<file path="config.mk">
export PLATFORM = sky130hd
export DESIGN_NAME = idarb_tx
export DESIGN_NICKNAME = d
export VERILOG_FILES = /design/src/rtl/idarb_pkg.sv /design/src/rtl/idarb_shreg.sv /design/src/rtl/idarb_cmp.sv /design/src/rtl/idarb_tx.sv
export SDC_FILE = /design/constraint.sdc
export NUM_CORES = 1
export LEC_CHECK = 0
export BUFFER_PORTS_ARGS = -buffer_cell sky130_fd_sc_hd__buf_4
export CAP_MARGIN = 20
export CORE_ASPECT_RATIO = 0.5
export CORE_MARGIN = 1
export CORE_UTILIZATION = 30
export CTS_CLUSTER_DIAMETER = 40
export DETAILED_ROUTE_END_ITERATION = 6
export GPL_TIMING_DRIVEN = 0
export PLACE_DENSITY = 0.49
export SYNTH_ARGS = -nofsm -noshare
export SYNTH_HDL_FRONTEND = slang
export SYNTH_SLANG_ARGS = --single-unit
export TNS_END_PERCENT = 10
</file>
<file path="constraint.sdc">
create_clock -name clk -period 3.9 [get_ports clk]
set_input_delay 0 -clock clk [delete_from_list [all_inputs] [get_ports clk]]
set_output_delay 0 -clock clk [all_outputs]
set_load 0.005 [all_outputs]
</file>
<file path="src/rtl/idarb_pkg.sv">
package idarb_pkg;
  typedef enum logic {
    ARB_IDLE = 1'b0,
    ARB_SEND = 1'b1
  } arb_state_t;
endpackage

</file>
<file path="src/rtl/idarb_shreg.sv">
module idarb_shreg #(
  parameter int ID_W = 128
) (
  input  logic            clk,
  input  logic            rst,
  input  logic            load_i,
  input  logic            shift_i,
  input  logic [ID_W-1:0] word_i,
  output logic            next_bit_o,
  output logic            last_o
);
  localparam int CNT_W = $clog2(ID_W);
  localparam logic [CNT_W-1:0] LAST_IDX = CNT_W'(ID_W - 1);

  logic [ID_W-1:0]  sreg;
  logic [CNT_W-1:0] cnt;

  always_ff @(posedge clk) begin
    if (rst) begin
      sreg <= '0;
      cnt  <= '0;
    end else if (load_i) begin
      sreg <= word_i;
      cnt  <= '0;
    end else if (shift_i) begin
      sreg <= {sreg[ID_W-2:0], 1'b0};
      cnt  <= cnt + 1'b1;
    end
  end

  assign next_bit_o = sreg[ID_W-2];
  assign last_o     = (cnt == LAST_IDX);

  // the bit counter never runs past the final bit
  a_r2_count_bound: assert property (@(posedge clk) disable iff (rst)
    shift_i |-> (cnt != LAST_IDX));
endmodule

</file>
<file path="src/rtl/idarb_cmp.sv">
module idarb_cmp (
  input  logic sample_en_i,
  input  logic pull_low_i,
  input  logic line_i,
  output logic mismatch_o
);
  logic driven_bit;
  assign driven_bit = ~pull_low_i;
  assign mismatch_o = sample_en_i & (line_i != driven_bit);
endmodule

</file>
<file path="src/rtl/idarb_tx.sv">
module idarb_tx
  import idarb_pkg::*;
#(
  parameter int ID_W = 128
) (
  input  logic            clk,
  input  logic            rst,
  input  logic            start_i,
  input  logic [ID_W-1:0] id_word_i,
  input  logic            line_i,
  output logic            pull_low_o,
  output logic            won_o,
  output logic            lost_o
);
  arb_state_t state;
  logic sending, mismatch, last_bit, next_bit, do_shift;

  assign sending  = (state == ARB_SEND);
  assign do_shift = sending & ~start_i & ~mismatch & ~last_bit;

  idarb_shreg #(.ID_W(ID_W)) u_shreg (
    .clk        (clk),
    .rst        (rst),
    .load_i     (start_i),
    .shift_i    (do_shift),
    .word_i     (id_word_i),
    .next_bit_o (next_bit),
    .last_o     (last_bit)
  );

  idarb_cmp u_cmp (
    .sample_en_i (sending),
    .pull_low_i  (pull_low_o),
    .line_i      (line_i),
    .mismatch_o  (mismatch)
  );

  always_ff @(posedge clk) begin
    if (rst) begin
      state      <= ARB_IDLE;
      pull_low_o <= 1'b0;
      won_o      <= 1'b0;
      lost_o     <= 1'b0;
    end else if (start_i) begin
      state      <= ARB_SEND;
      pull_low_o <= ~id_word_i[ID_W-1];
      won_o      <= 1'b0;
      lost_o     <= 1'b0;
    end else if (sending) begin
      if (mismatch) begin
        state      <= ARB_IDLE;
        pull_low_o <= 1'b0;
        lost_o     <= 1'b1;
      end else if (last_bit) begin
        state      <= ARB_IDLE;
        pull_low_o <= 1'b0;
        won_o      <= 1'b1;
      end else begin
        pull_low_o <= ~next_bit;
      end
    end
  end

  // a sampled mismatch withdraws the card on the next cycle
  a_r3_withdraw_on_mismatch: assert property (@(posedge clk) disable iff (rst)
    (sending && !start_i && (line_i == pull_low_o)) |=> (lost_o && !pull_low_o));
  // a win always leaves the line released
  a_r4_win_releases: assert property (@(posedge clk) disable iff (rst)
    $rose(won_o) |-> !pull_low_o);
  // flags are exclusive
  a_r5_flags_exclusive: assert property (@(posedge clk) disable iff (rst)
    !(won_o && lost_o));
  // flags hold until a start
  a_r5_won_holds: assert property (@(posedge clk) disable iff (rst)
    (won_o && !start_i) |=> won_o);
  a_r5_lost_holds: assert property (@(posedge clk) disable iff (rst)
    (lost_o && !start_i) |=> lost_o);
  // a start clears both flags
  a_r6_start_clears: assert property (@(posedge clk) disable iff (rst)
    start_i |=> (!won_o && !lost_o));
  // an idle block never pulls the line low
  a_r7_idle_quiet: assert property (@(posedge clk) disable iff (rst)
    (!sending && !start_i) |=> !pull_low_o);
endmodule

</file>
# Word level (Yosys, flattened, before mapping)

Index checks and enable logic that the tools add are counted.

Bits of input ports: 132
Word-level logic and storage cells: 34
Output and inout bits: 3
Register bits after elaboration: 138

Bitwise logic cells: 10
Reductions and logical operators: 5
Multiplexer cells: 10
Eq/ne operators: 2
Add/sub/neg operators: 1

Operators with widths:

| operator            | number |
|---|---|
| $mux 127            | 2 |
| $mux 1              | 8 |
| $add 7x1->7 const B | 1 |
| $eq 7x7->1 const B  | 1 |
| $not 1->1           | 6 |
| $and 1x1->1         | 4 |
| $reduce_bool 2->1   | 2 |
| $reduce_and 3->1    | 1 |
| $reduce_and 2->1    | 1 |
| $reduce_or 2->1     | 1 |
| $ne 1x1->1          | 1 |

# Longest topological paths before layout

Depth in word-level cells: 8
Gate-level depth with buffers: 7
Mapped depth without buffers: 5

# Hierarchy

A second synthesis with hierarchy kept.

Cell total of the unflattened synthesis: 603
Area, all modules: 6446.2 um2

Modules (own cells, without submodules):

| module      | area an instance (um2) | instances | sequential area each (um2) | cells an instance |
|---|---|---|---|---|
| idarb_shreg | 6266.0                 | 1         | 2682.6                     | 584 |
| idarb_tx    | 165.2                  | 1         | 80.1                       | 17 |
| idarb_cmp   | 15.0                   | 1         | 0.0                        | 2 |

# Least setup slack after synthesis

Ideal clock, no wire load.

Path type: register to register
Start point: reg u_shreg.cnt[0]
End point: reg u_shreg.sreg[92]
Path buffers: 2
Slack: 2.245 ns
Stages on the path, launching flop included: 8
Required time: 3.748 ns
Arrival: 1.503 ns
Clock period less this slack: 1.655 ns
Library setup time: 0.152 ns
Cell sequence: dfxtp_1 > ha_1 > nand4_1 > o211a_4 > buf_4 > buf_6 > a21oi_1 > a221oi_2

Cells in the longest elaborated chain, start to end: 4

Ends and longest elaborated chain:

| what                               | RTL line          | text |
|---|---|---|
| start, declared                    | idarb_shreg.sv:16 | `logic [CNT_W-1:0] cnt;` |
| start signal, assigned             | idarb_shreg.sv:27 | `cnt <= cnt + 1'b1;` |
| $eq 7x7->1                         | idarb_shreg.sv:32 | `assign last_o = (cnt == LAST_IDX);` |
| $not 1->1                          | idarb_tx.sv:19    | `assign do_shift = sending & ~start_i & ~mismatch & ~last_bit;` |
| $and 1x1->1                        | idarb_tx.sv:19    |  |
| $reduce_bool 2->1 (no source line) | n/a               |  |
| end signal, assigned               | idarb_shreg.sv:23 | `sreg <= word_i;` |
| end signal, assigned               | idarb_shreg.sv:26 | `sreg <= {sreg[ID_W-2:0], 1'b0};` |
| end, declared                      | idarb_shreg.sv:15 | `logic [ID_W-1:0] sreg;` |

Every way passes these cells.
A chain may end at the register's enable or synchronous reset.

# Worst setup path after layout

Start point: reg u_shreg.cnt[0]
End point: reg u_shreg.sreg[31]

Same word-level chain as after synthesis.

==> impl_results.md <==
* Top cells by count, synth: dfxtp_1, nand2_1, inv_1
* Setup crit start kind: flop
* Number of warnings issued by yosys at 0
* RSZ-0062 raised after global routing: false
* Cell family with most CP delay: compound AO/OA/AOI/OAI gates
* Share of flip-flops with an asynchronous set or reset at 0%
* Busiest grt layer: met2
* Final setup violation count at 0
* Hold path endpoint: sending$_SDFF_PP0_
* Pin count of the biggest net entering global routing at 17
* Pre-CTS WS at 1780 ps
* CP Cell Sequence: ha_1 > nand4_1 > o211ai_2 > buf_4 > buf_2 > nand2_1 > a221oi_2
* Routed via count at 6403
* CTS max path bufs at 2
* Hold/Removal Path Class: primary input to flop
* Global routing met3 resource utilization at 2.93%
* Core Util, Final at 45.4%
* Hold path cells at 3
* Initial Util at 31.2%
* Max stage delay on crit path at 390 ps
* TritonCTS clock tree: done
* Post-cts repair resize count at 0
* Post-synth EDFFs at 0
* Leak at 4.43 nW
* Crit Path Class: flop to flop
* R2R setup slack at 1770 ps
* DR DRC count at 0
* Root Driver: clkbuf_16
* Final WL at 20000 um
* GR Util All Layers at 16.7%
* # Max-Cap Violations at 0
* Vias per cell at 4.70
* Rows at 39
* CTS Hold Bufs at 129
* CTS sink cnt at 138
* Hold path startpoint: rst
* Total core area at 23300 sq um
* Final period utilization at 54.7%
* Peak supply drop at 249 uV
* Worst Max-Slew Pin Slew at 799 ps
* Crit path time final at 2130 ps
* GPL Wtd Cong at 0.763
* Global-route wire length before repair at 33200 um
* Total gr overflow at 0
* Vias in the first global route at 6647
* Leading area contributor after synthesis: dfxtp_1
* I/O Pins at 135
* CP max FO at 10
* Clock Latency Late Sink at 430 ps
* Crit end category: flop
* Synth unique cells at 32
* Post-route antenna net violation count at 0
* Number of DRC markers in iteration 0 at 324
* Fin. Hold Viols at 0
* Router iterations before antenna repair at 4
* Die height at 112 um
* Layout cells sized above 1 at 39.0%
* PortBufs at 132
* Synth top area cells: dfxtp_1, a221oi_2, a21oi_2
* Reg2Reg Depth at 7
* Mapped Nets at 895
* Die width at 222 um
* Met1 Use GR at 21.7%
* Total stage count of the critical path at 7
* Most common cell in the netlist: dfxtp_1
* Setup TNS at 0 ps
* Dpl hpwl at 12900 um
* Status: finished clean
* Fmax at 469 MHz
* Slew Limit Fails at 0
* Layout overhead on the synthesized area at 45.2%
* Cells after Synth at 762
* Top-area cell type share of the netlist area at 37.9%
* Seq/Total Area, Yosys at 37.9%
* FF+latch count, synth at 138
* Post-CTS Setup Inserts at 0
* Total power at 0.00406 W
* Synth Area per Inst at 9.56 sq um
* # diodes at 0
* Crit path DAT at 2480 ps
* Setup ws final at 1770 ps
* CTS clk-pin slew, worst paths at 60 ps
* Slew margin rel. at 46.7%
* Antenna violations before repair at 0
* H-tree depth at 4
* Reg2reg end: u_shreg.sreg[31]$_SDFFE_PP0P_
* Die area at 25000 sq um
* Final Net Count at 1175
* WL/cell at 14.7 um
* Synthesized cell area at 7290 sq um
* Grt met2 use at 27.5%
* Power Density at 383 nW/um^2
* Synth Flop Type: dfxtp_1
* CP max-delay cell: o211ai_2
* RR Startpoint: u_shreg.cnt[0]$_SDFFE_PP0P_
* Worst path required time at 4240 ps
* CP Buf/Inv Count at 2
* Post-Route Skew at 6.92 ps
* CTS Buf Count at 17
## flip-flops by register name, summed over array words and instances, names as in the netlist
register      count
lost_o            1
pull_low_o        1
sending           1
u_shreg.cnt       7
u_shreg.sreg    127
won_o             1
## how the worst max path moves through the flow
stage                           startpoint                            end  slack (ps)
2_1_floorplan  u_shreg.cnt[0]$_SDFFE_PP0P_  u_shreg.sreg[92]$_SDFFE_PP0P_        2250
3_3_place_gp   u_shreg.cnt[0]$_SDFFE_PP0P_  u_shreg.sreg[46]$_SDFFE_PP0P_        1800
3_5_place_dp   u_shreg.cnt[0]$_SDFFE_PP0P_  u_shreg.sreg[54]$_SDFFE_PP0P_        1780
4_1_cts        u_shreg.cnt[0]$_SDFFE_PP0P_  u_shreg.sreg[54]$_SDFFE_PP0P_        1760
5_1_grt        u_shreg.cnt[0]$_SDFFE_PP0P_  u_shreg.sreg[27]$_SDFFE_PP0P_        1620
6_report       u_shreg.cnt[0]$_SDFFE_PP0P_  u_shreg.sreg[31]$_SDFFE_PP0P_        1770
## routing by layer
metal  share of wire, %  up-vias
li1                   -     3218
met4                1.7        0
met1                 49     3087
met3                2.2       26
met5                  0        -
met2                 48       72
## cells by family (layout without fill, tap and decap cells)
group | after synthesis | count (layout) | share of synthesized area [%]
flops | 138 | 138 | 37.9
xor+xnor | 3 | 3 | 0.464
buf+inv | 200 | 493 | 13.4
simple gates | 151 | 151 | 8.05
compound gates | 269 | 269 | 40.0
fa+ha+maj | 1 | 1 | 0.172
## cell type report
class	instances	area (sq um)
sequential	138	2760
timing repair buffer	261	2280
tap	307	384
multi-input combinational	424	3550
buffer	73	499
inverter	127	477
clock buffer	25	515
clock inverter	7	110
fill	2282	12700
## metrics by stage
stage	area, sq um	cells	hold slack [ps]
floorplan	7290	762	97.5
global placement	8660	1201	186
detailed placement	8660	1201	189
CTS	10600	1362	117
global route	10600	1362	202
finish	10600	1362	163
## report_power, final
group | total, W | switching, W | internal, W
logic | 0.000744 | 0.000372 | 0.000372
registers | 0.00158 | 0.0000651 | 0.00151
clock network | 0.00173 | 0.000629 | 0.00110
## cells in the final DEF, fill, tap and decap left out, types with 2 or more instances in the layout
master	n
dfxtp_1	138
buf_4	136
nand2_1	131
dlygate4sd3_1	129
inv_1	127
a221oi_2	110
a21oi_2	100
clkbuf_1	40
a21oi_1	34
buf_2	19
clkbuf_16	17
a221oi_1	16
buf_12	11
nor2_1	11
clkbuf_8	6
clkinv_2	4
bufinv_16	3
nand3_1	2
or3_1	2
xnor2_1	2
## worst min-delay path, cell delays in order
cell and delay (ps):
clkbuf_1 150, clkbuf_1 270, nor2_1 140
No activity file was read; power rests on OpenSTA's default activity.
